**src/rtl/epw_pkg.sv**
```systemverilog
// Package: shared types for the parallel EEPROM page programmer.
// Assumes nothing beyond standard SystemVerilog enums.
package epw_pkg;
    // Controller sequencing states
    typedef enum logic [2:0] {
        S_IDLE,     // waiting for start
        S_SETUP,    // address/data presented, write-enable still high
        S_WE_LOW,   // write-enable pulse
        S_HOLD,     // write-enable high, address/data held
        S_TURN,     // bus released before the first poll read
        S_READ,     // poll read in progress
        S_GAP       // strobes high between poll reads
    } epw_state_t;
endpackage

```
**src/rtl/epw_page_buf.sv**
```systemverilog
// Module: epw_page_buf
// Small register file holding the bytes of one page. One write port for the
// host, one combinational read port for the sequencer. Assumes the host does
// not write while a transfer is running; contents are not reset.
module epw_page_buf #(
    parameter int DEPTH = 32,
    parameter int DW    = 8,
    localparam int AW   = $clog2(DEPTH)
) (
    input  logic          clk,
    input  logic          wr_en,
    input  logic [AW-1:0] wr_addr,
    input  logic [DW-1:0] wr_data,
    input  logic [AW-1:0] rd_addr,
    output logic [DW-1:0] rd_data
);
    logic [DW-1:0] mem_q [DEPTH];

    // Store one byte per host write
    always_ff @(posedge clk) begin
        if (wr_en) begin
            mem_q[wr_addr] <= wr_data;
        end
    end

    // Present the entry selected by the sequencer
    always_comb begin
        rd_data = mem_q[rd_addr];
    end
endmodule

```
**src/rtl/epw_interval_timer.sv**
```systemverilog
// Module: epw_interval_timer
// Down counter that measures one strobe interval. Loading value V makes
// 'zero' rise V cycles later, so a state that leaves on 'zero' lasts V+1 cycles.
module epw_interval_timer #(
    parameter int W = 8
) (
    input  logic         clk,
    input  logic         rst_n,
    input  logic         load,
    input  logic [W-1:0] load_val,
    output logic         zero
);
    logic [W-1:0] cnt_q;

    // Load a new interval or count the current one down to zero
    always_ff @(posedge clk) begin
        if (!rst_n) begin
            cnt_q <= '0;
        end else if (load) begin
            cnt_q <= load_val;
        end else if (cnt_q != '0) begin
            cnt_q <= cnt_q - 1'b1;
        end
    end

    // Interval elapsed
    always_comb begin
        zero = (cnt_q == '0);
    end
endmodule

```
**src/rtl/epw_poll_watch.sv**
```systemverilog
// Module: epw_poll_watch
// Counts cycles while polling is active and flags expiry after LIMIT cycles.
// Cleared whenever 'run' is low; saturates once expired.
module epw_poll_watch #(
    parameter int LIMIT = 1000,
    localparam int CW   = $clog2(LIMIT + 1)
) (
    input  logic clk,
    input  logic rst_n,
    input  logic run,
    output logic expired
);
    logic [CW-1:0] cnt_q;

    // Count polling cycles, hold once the limit is reached
    always_ff @(posedge clk) begin
        if (!rst_n || !run) begin
            cnt_q <= '0;
        end else if (!expired) begin
            cnt_q <= cnt_q + 1'b1;
        end
    end

    // Limit reached
    always_comb begin
        expired = (cnt_q == CW'(LIMIT));
    end

    // the counter never runs past its limit
    a_r8_watch_bound: assert property (@(posedge clk) disable iff (!rst_n)
        expired |=> (!run || expired));
endmodule

```
**src/rtl/eeprom_page_writer.sv**
```systemverilog
// Module: eeprom_page_writer
// Writes one page (1..PAGE_BYTES bytes) from an internal buffer into a
// byte-wide parallel EEPROM. Each byte load is framed by setup, write-enable
// low and hold intervals counted in clock cycles. Loads follow one another at
// a fixed pitch that stays inside the memory's byte-load window. Afterwards
// the bus is released and the last location is read back until it returns
// the written byte, or until the timeout expires.
// Assumes: PAGE_BYTES is a power of two, all interval parameters are >= 1,
// and the buffer is not written while busy.
module eeprom_page_writer
    import epw_pkg::*;
#(
    parameter int PAGE_BYTES  = 32,
    parameter int DATA_W      = 8,
    parameter int PAGE_W      = 8,
    parameter int T_SETUP     = 2,
    parameter int T_WE_LOW    = 30,
    parameter int T_HOLD      = 3,
    parameter int T_TURN      = 3,
    parameter int T_ACCESS    = 40,
    parameter int TIMEOUT_CYC = 2_500_000,
    parameter int LOAD_WINDOW = 25_000,
    localparam int IDX_W      = $clog2(PAGE_BYTES),
    localparam int ADDR_W     = PAGE_W + IDX_W
) (
    input  logic              clk,
    input  logic              rst_n,
    input  logic              buf_we,
    input  logic [IDX_W-1:0]  buf_waddr,
    input  logic [DATA_W-1:0] buf_wdata,
    input  logic              start,
    input  logic [PAGE_W-1:0] page_addr,
    input  logic [IDX_W-1:0]  byte_count_m1,
    output logic              busy,
    output logic              done,
    output logic              error,
    output logic [ADDR_W-1:0] mem_addr,
    output logic [DATA_W-1:0] mem_dq_out,
    output logic              mem_dq_oe,
    input  logic [DATA_W-1:0] mem_dq_in,
    output logic              mem_ce_n,
    output logic              mem_oe_n,
    output logic              mem_we_n
);
    function automatic int max_of(input int a, input int b);
        return (a > b) ? a : b;
    endfunction

    localparam int TMAX = max_of(max_of(max_of(T_SETUP, T_WE_LOW), max_of(T_HOLD, T_TURN)), T_ACCESS);
    localparam int TW   = $clog2(TMAX + 1);
    localparam int GW   = $clog2(LOAD_WINDOW + 1);

    epw_state_t        state_q, state_d;
    logic [PAGE_W-1:0] page_q;
    logic [IDX_W-1:0]  idx_q;
    logic [IDX_W-1:0]  last_q;
    logic [DATA_W-1:0] poll_q;
    logic [DATA_W-1:0] buf_rd;
    logic              tmr_load;
    logic [TW-1:0]     tmr_val;
    logic              tmr_zero;
    logic              tmo_expired;
    logic              poll_run;
    logic              accept;
    logic              idx_step;
    logic              fin_ok;
    logic              fin_err;
    logic              read_hit;

    epw_page_buf #(.DEPTH(PAGE_BYTES), .DW(DATA_W)) u_buf (
        .clk     (clk),
        .wr_en   (buf_we),
        .wr_addr (buf_waddr),
        .wr_data (buf_wdata),
        .rd_addr (idx_q),
        .rd_data (buf_rd)
    );

    epw_interval_timer #(.W(TW)) u_tmr (
        .clk      (clk),
        .rst_n    (rst_n),
        .load     (tmr_load),
        .load_val (tmr_val),
        .zero     (tmr_zero)
    );

    epw_poll_watch #(.LIMIT(TIMEOUT_CYC)) u_watch (
        .clk     (clk),
        .rst_n   (rst_n),
        .run     (poll_run),
        .expired (tmo_expired)
    );

    // Polling phase drives the timeout watch
    always_comb begin
        poll_run = (state_q == S_TURN) || (state_q == S_READ) || (state_q == S_GAP);
        read_hit = (mem_dq_in == poll_q);
    end

    // Next-state, interval loading and completion decisions
    always_comb begin
        state_d  = state_q;
        tmr_load = 1'b0;
        tmr_val  = '0;
        accept   = 1'b0;
        idx_step = 1'b0;
        fin_ok   = 1'b0;
        fin_err  = 1'b0;
        unique case (state_q)
            S_IDLE: if (start) begin
                accept   = 1'b1;
                state_d  = S_SETUP;
                tmr_load = 1'b1;
                tmr_val  = TW'(T_SETUP - 1);
            end
            S_SETUP: if (tmr_zero) begin
                state_d  = S_WE_LOW;
                tmr_load = 1'b1;
                tmr_val  = TW'(T_WE_LOW - 1);
            end
            S_WE_LOW: if (tmr_zero) begin
                state_d  = S_HOLD;
                tmr_load = 1'b1;
                tmr_val  = TW'(T_HOLD - 1);
            end
            S_HOLD: if (tmr_zero) begin
                tmr_load = 1'b1;
                if (idx_q == last_q) begin
                    state_d = S_TURN;
                    tmr_val = TW'(T_TURN - 1);
                end else begin
                    idx_step = 1'b1;
                    state_d  = S_SETUP;
                    tmr_val  = TW'(T_SETUP - 1);
                end
            end
            S_TURN: if (tmr_zero) begin
                state_d  = S_READ;
                tmr_load = 1'b1;
                tmr_val  = TW'(T_ACCESS - 1);
            end
            S_READ: if (tmr_zero) begin
                if (read_hit) begin
                    fin_ok  = 1'b1;
                    state_d = S_IDLE;
                end else if (tmo_expired) begin
                    fin_err = 1'b1;
                    state_d = S_IDLE;
                end else begin
                    state_d  = S_GAP;
                    tmr_load = 1'b1;
                    tmr_val  = TW'(T_TURN - 1);
                end
            end
            S_GAP: if (tmo_expired) begin
                fin_err = 1'b1;
                state_d = S_IDLE;
            end else if (tmr_zero) begin
                state_d  = S_READ;
                tmr_load = 1'b1;
                tmr_val  = TW'(T_ACCESS - 1);
            end
            default: state_d = S_IDLE;
        endcase
    end

    // Sequencer registers: state, page context, byte index and result pulses
    always_ff @(posedge clk) begin
        if (!rst_n) begin
            state_q <= S_IDLE;
            page_q  <= '0;
            idx_q   <= '0;
            last_q  <= '0;
            poll_q  <= '0;
            done    <= 1'b0;
            error   <= 1'b0;
        end else begin
            state_q <= state_d;
            done    <= fin_ok;
            error   <= fin_err;
            if (accept) begin
                page_q <= page_addr;
                last_q <= byte_count_m1;
                idx_q  <= '0;
            end else if (idx_step) begin
                idx_q <= idx_q + 1'b1;
            end
            if (state_q == S_HOLD && idx_q == last_q) begin
                poll_q <= buf_rd;
            end
        end
    end

    // Memory strobes and bus decoded from the registered state
    always_comb begin
        busy       = (state_q != S_IDLE);
        mem_dq_oe  = (state_q == S_SETUP) || (state_q == S_WE_LOW) || (state_q == S_HOLD);
        mem_ce_n   = !(mem_dq_oe || (state_q == S_READ));
        mem_we_n   = (state_q != S_WE_LOW);
        mem_oe_n   = (state_q != S_READ);
        mem_addr   = {page_q, idx_q};
        mem_dq_out = buf_rd;
    end

    // ---------------- assertions ----------------
    logic [TW:0] we_low_len;
    logic [GW-1:0] load_gap;

    // Length of the current write-enable low pulse
    always_ff @(posedge clk) begin
        if (!rst_n || mem_we_n) we_low_len <= '0;
        else                    we_low_len <= we_low_len + 1'b1;
    end

    // Cycles since the last write-enable rise within a page (saturating)
    always_ff @(posedge clk) begin
        if (!rst_n || state_q == S_IDLE || !mem_we_n) load_gap <= '0;
        else if (load_gap != GW'(LOAD_WINDOW))       load_gap <= load_gap + 1'b1;
    end

    // write pulse width
    a_r3_we_width: assert property (@(posedge clk) disable iff (!rst_n)
        $rose(mem_we_n) |-> (we_low_len == (TW+1)'(T_WE_LOW)));
    // strobe combination during a load
    a_r3_we_strobes: assert property (@(posedge clk) disable iff (!rst_n)
        !mem_we_n |-> (!mem_ce_n && mem_oe_n && mem_dq_oe));
    // address and data frozen while write-enable is low
    a_r4_we_stable: assert property (@(posedge clk) disable iff (!rst_n)
        (!mem_we_n && !$past(mem_we_n)) |-> ($stable(mem_addr) && $stable(mem_dq_out)));
    // next load begins inside the byte-load window
    a_r5_load_window: assert property (@(posedge clk) disable iff (!rst_n)
        $fell(mem_we_n) |-> (load_gap < GW'(LOAD_WINDOW)));
    // data bus released whenever the memory drives it
    a_r6_bus_released: assert property (@(posedge clk) disable iff (!rst_n)
        !mem_oe_n |-> (!mem_dq_oe && mem_we_n));
    // only one outcome, and it ends the busy phase
    a_r7_one_outcome: assert property (@(posedge clk) disable iff (!rst_n)
        (done || error) |-> (!busy && !(done && error)));
    // error only after the watch expired
    a_r8_error_expired: assert property (@(posedge clk) disable iff (!rst_n)
        error |-> $past(tmo_expired));
    // start while busy leaves the page context untouched
    a_r9_start_ignored: assert property (@(posedge clk) disable iff (!rst_n)
        (busy && start) |=> ($stable(page_q) && $stable(last_q)));
endmodule

```
**config.mk**
```make
export PLATFORM = sky130hd
export DESIGN_NAME = eeprom_page_writer
export DESIGN_NICKNAME = d
export VERILOG_FILES = /design/src/rtl/epw_pkg.sv /design/src/rtl/epw_page_buf.sv /design/src/rtl/epw_interval_timer.sv /design/src/rtl/epw_poll_watch.sv /design/src/rtl/eeprom_page_writer.sv
export SDC_FILE = /design/constraint.sdc
export NUM_CORES = 1
export LEC_CHECK = 0
export CAP_MARGIN = 15
export CORE_ASPECT_RATIO = 0.8
export CORE_MARGIN = 8
export CORE_UTILIZATION = 45
export CTS_CLUSTER_DIAMETER = 60
export CTS_CLUSTER_SIZE = 40
export DETAILED_ROUTE_END_ITERATION = 7
export SYNTH_ARGS = -nofsm -noshare
export SYNTH_HDL_FRONTEND = slang
export SYNTH_SLANG_ARGS = --single-unit
```
**constraint.sdc**
```tcl
create_clock -name clk -period 2.9 [get_ports clk]
set_clock_uncertainty 0.2 [all_clocks]
set_input_delay 0.29 -clock clk [delete_from_list [all_inputs] [get_ports clk]]
set_output_delay 0.29 -clock clk [all_outputs]
set_load 0.02 [all_outputs]
```
==> results of run 1 <==
repair_timing:
item	in CTS	in global routing
endpoints found under the hold margin	0	0
pin swaps	0	4
resized for setup	23	11
cloned	1	0
setup buffers	0	6
endpoints found under the setup margin	8	8
layout make-up:
type	instances	area, sq um
clock buffers	23	543
repair buffers	148	1390
flip-flops and latches	320	8970
fillers	2335	12900
multi-input cells	567	3880
well taps	370	463
inverters	11	41.3
clock inverters	14	211
critical path: stages, from the launching register on:
cell and delay [ns]:
dfxtp_4 0.45, bufbuf_16 0.36, mux2i_1 0.09, a22oi_1 0.20, nand3_1 0.20, nand4_1 0.21
clkdlybuf4s15_2 0.29
registers in the layout, summed over array words and instances, names as in the netlist, named ones only:
name           flops
page_q             8
poll_q             8
last_q             5
idx_q              5
error              1
state_q            3
u_buf.mem_q      256
u_watch.cnt_q     22
done               1
u_tmr.cnt_q        6
kinds of logic after synthesis:
kind of cell / Yosys count
flip-flops: 320
AND/OR/NAND/NOR: 269
multiplexers: 130
AO/OA/AOI/OAI: 125
buffers and inverters: 58
XOR/XNOR: 39
adder cells (fa/ha/maj): 4
per-layer routing:
| layer | vias up | part of all wire, % |
|---|---|---|
| met5 | - | 0 |
| met4 | 0 | 1.6 |
| met1 | 3981 | 49 |
| li1 | 3806 | - |
| met3 | 29 | 5.6 |
| met2 | 201 | 44 |
synth_stat cells (all sizes together) (2+ instances only):
| master | count | area, sq um |
|---|---|---|
| buf | 18 | 95.1 |
| nor2 | 94 | 353 |
| xnor2 | 15 | 131 |
| nand3b | 5 | 37.5 |
| a211oi | 3 | 27.5 |
| and3 | 4 | 25.0 |
| dfxtp | 64 | 1280 |
| or3b | 5 | 46.3 |
| a2111oi | 2 | 42.5 |
| edfxtp | 256 | 7690 |
| clkbuf | 29 | 109 |
| or3 | 4 | 30.0 |
| o31a | 2 | 17.5 |
| nor2b | 4 | 25.0 |
| mux2i | 130 | 1300 |
| nor4 | 6 | 43.8 |
| o21a | 3 | 22.5 |
| nor3b | 2 | 15.0 |
| a21boi | 13 | 97.6 |
| xor2 | 24 | 210 |
| ha | 4 | 50.1 |
| nand3 | 40 | 200 |
| nand4 | 23 | 144 |
| a21oi | 25 | 125 |
| inv | 11 | 41.3 |
| nand4b | 2 | 17.5 |
| a22oi | 48 | 360 |
| and4 | 3 | 26.3 |
| o21ai | 20 | 100 |
| and2 | 4 | 25.0 |
| nand2 | 61 | 229 |
| nor3 | 9 | 50.1 |
| o211ai | 2 | 15.0 |
stage by stage:
| step | instance area (sq um) | hold WS, ns | instances | setup WS, ns | power [mW] |
|---|---|---|---|---|---|
| finish | 15500 | 0.128 | 1453 | 0.0749 | 9.52 |
| global route | 15500 | 0.120 | 1453 | -0.0103 | 9.89 |
| CTS | 15500 | 0.110 | 1447 | 0.0000873 | 9.59 |
| detailed placement | 14700 | 0.256 | 1409 | 0.162 | 6.35 |
| global placement | 14700 | 0.250 | 1409 | 0.239 | 6.34 |
| floorplan | 13100 | 0.189 | 945 | 0.616 | 5.95 |
worst paths after layout:
path,from,to,cells after the start
setup / recovery,flip-flop,mem_dq_out[2],6
hold / removal,byte_count_m1[1],last_q[1],3
setup reg to reg,u_tmr.cnt_q[0],u_tmr.cnt_q[1],8
hold reg to reg,page_q[0],page_q[0],2
power breakdown:
part,leakage [nW],switching [mW],internal [mW]
combinational,1.72,0.642,0.431
clock,0.364,1.70,1.58
sequential,2.83,0.105,5.07
total,4.91,2.44,7.08
==> metrics.yaml, run 1 <==
synthAdderAreaFrac_pct: 0.383
antenna_found_initial: 0
finalHoldViolations: 0
fin_util_pct: 54.5
overflow: 0
std_cell_rows: 55
synth_mux_area_share_pct: 9.96
max_freq_ghz: 0.354
path_class: "reg2out"
synthDistinctLibCells: 52
setup_viol: 0
worst_ir_drop_vdd_uv: 460
use_met1_pct: 26.7
drive_gt1_share_pct: 13.6
cts_buffers: 21
hold_path.class: "in2reg"
drv_cap: 0
crit_arrival_ns: 2.34
cp_max_fo: 18
core_area_sq_mm: 0.0284
ys_async_sr_fraction_pct: 0
cts_sinks: 320
use_met2_pct: 26.5
grt_pass1_vias: 7769
p_leak_nw: 4.91
synth_edf_count: 256
final_common_cell: "edfxtp_1"
gp_congestion: 0.842
hold_buffers: 0
drtAntennaViolNets: 0
yosysWarnings: 0
die_h_microns: 168
chipWidth_microns: 207
avgSynthCellArea_sq_um: 13.8
synth_area_sq_mm: 0.0131
wire_per_inst_microns: 21.4
nets: 1111
yosys.area_share.xor_xnor_pct: 2.61
first_iter_violations: 550
synth_top_family_by_area: "multiplexers"
port_buffers: 65
synth_cells: 945
antennaDiodeCount: 0
grt_busiest_layer: "met1"
grt_start_max_net_pins: 33
initial_utilization_pct: 46.0
synth_nets: 987
post-route-period-util_pct: 97.4
h-tree-depth: 1
slew_viol_final: 0
remaining_drc_errors: 0
clkTransAtPathRegs_ns: 0.09
clock-root-buffer: "clkbuf_16"
synth_ff_type: "edfxtp_1"
insertion_delay_ns: 0.52
io_pins: 66
use_met3_pct: 2.99
critPathLaunchType: "flip-flop"
maxSlewHeadroom_pct: 57.1
crit_required_ns: 2.41
ctsLongestPathBuffers: 3
routed_wl_microns: 31100
first_pass_iters: 4
die_area_sq_mm: 0.0348
avgViaCountPerCell: 5.52
ys_ff_latch: 320
cts_tree: "done"
min_period_ns: 2.83
status: "complete, no violations"
area_delta_synth_final_pct: 18.6
worst_pin_slew_ns: 0.638
track_usage_pct: 17.7
powerDensity_mw_per_mm2: 614
regToRegSetupSlack_ns: 0.31
grt_pass1_wl_microns: 47000
ys_seq_area_share_pct: 68.6
layout_common_cells: "edfxtp_1 (256), mux2i_1 (127), nor2_1 (93), buf_4 (73), dfxtp_1 (63)"
fin_tns_setup_ns: 0
synth_compound_area_share_pct: 6.64
vias: 8017
synthSimpleGateAreaFrac_pct: 9.89
hpwl_microns: 20300
end_kind: "output port"
Power figures use the tool's default switching activity.
==> run 2, diff against run 1 <==
--- a/config.mk
+++ b/config.mk
@@ -12,6 +12,7 @@
 export CTS_CLUSTER_DIAMETER = 60
 export CTS_CLUSTER_SIZE = 40
 export DETAILED_ROUTE_END_ITERATION = 7
+export SLEW_MARGIN = 10
 export SYNTH_ARGS = -nofsm -noshare
 export SYNTH_HDL_FRONTEND = slang
 export SYNTH_SLANG_ARGS = --single-unit
==> results of run 2 <==
Final layout, timing and power as in run 1 (identical DEF).
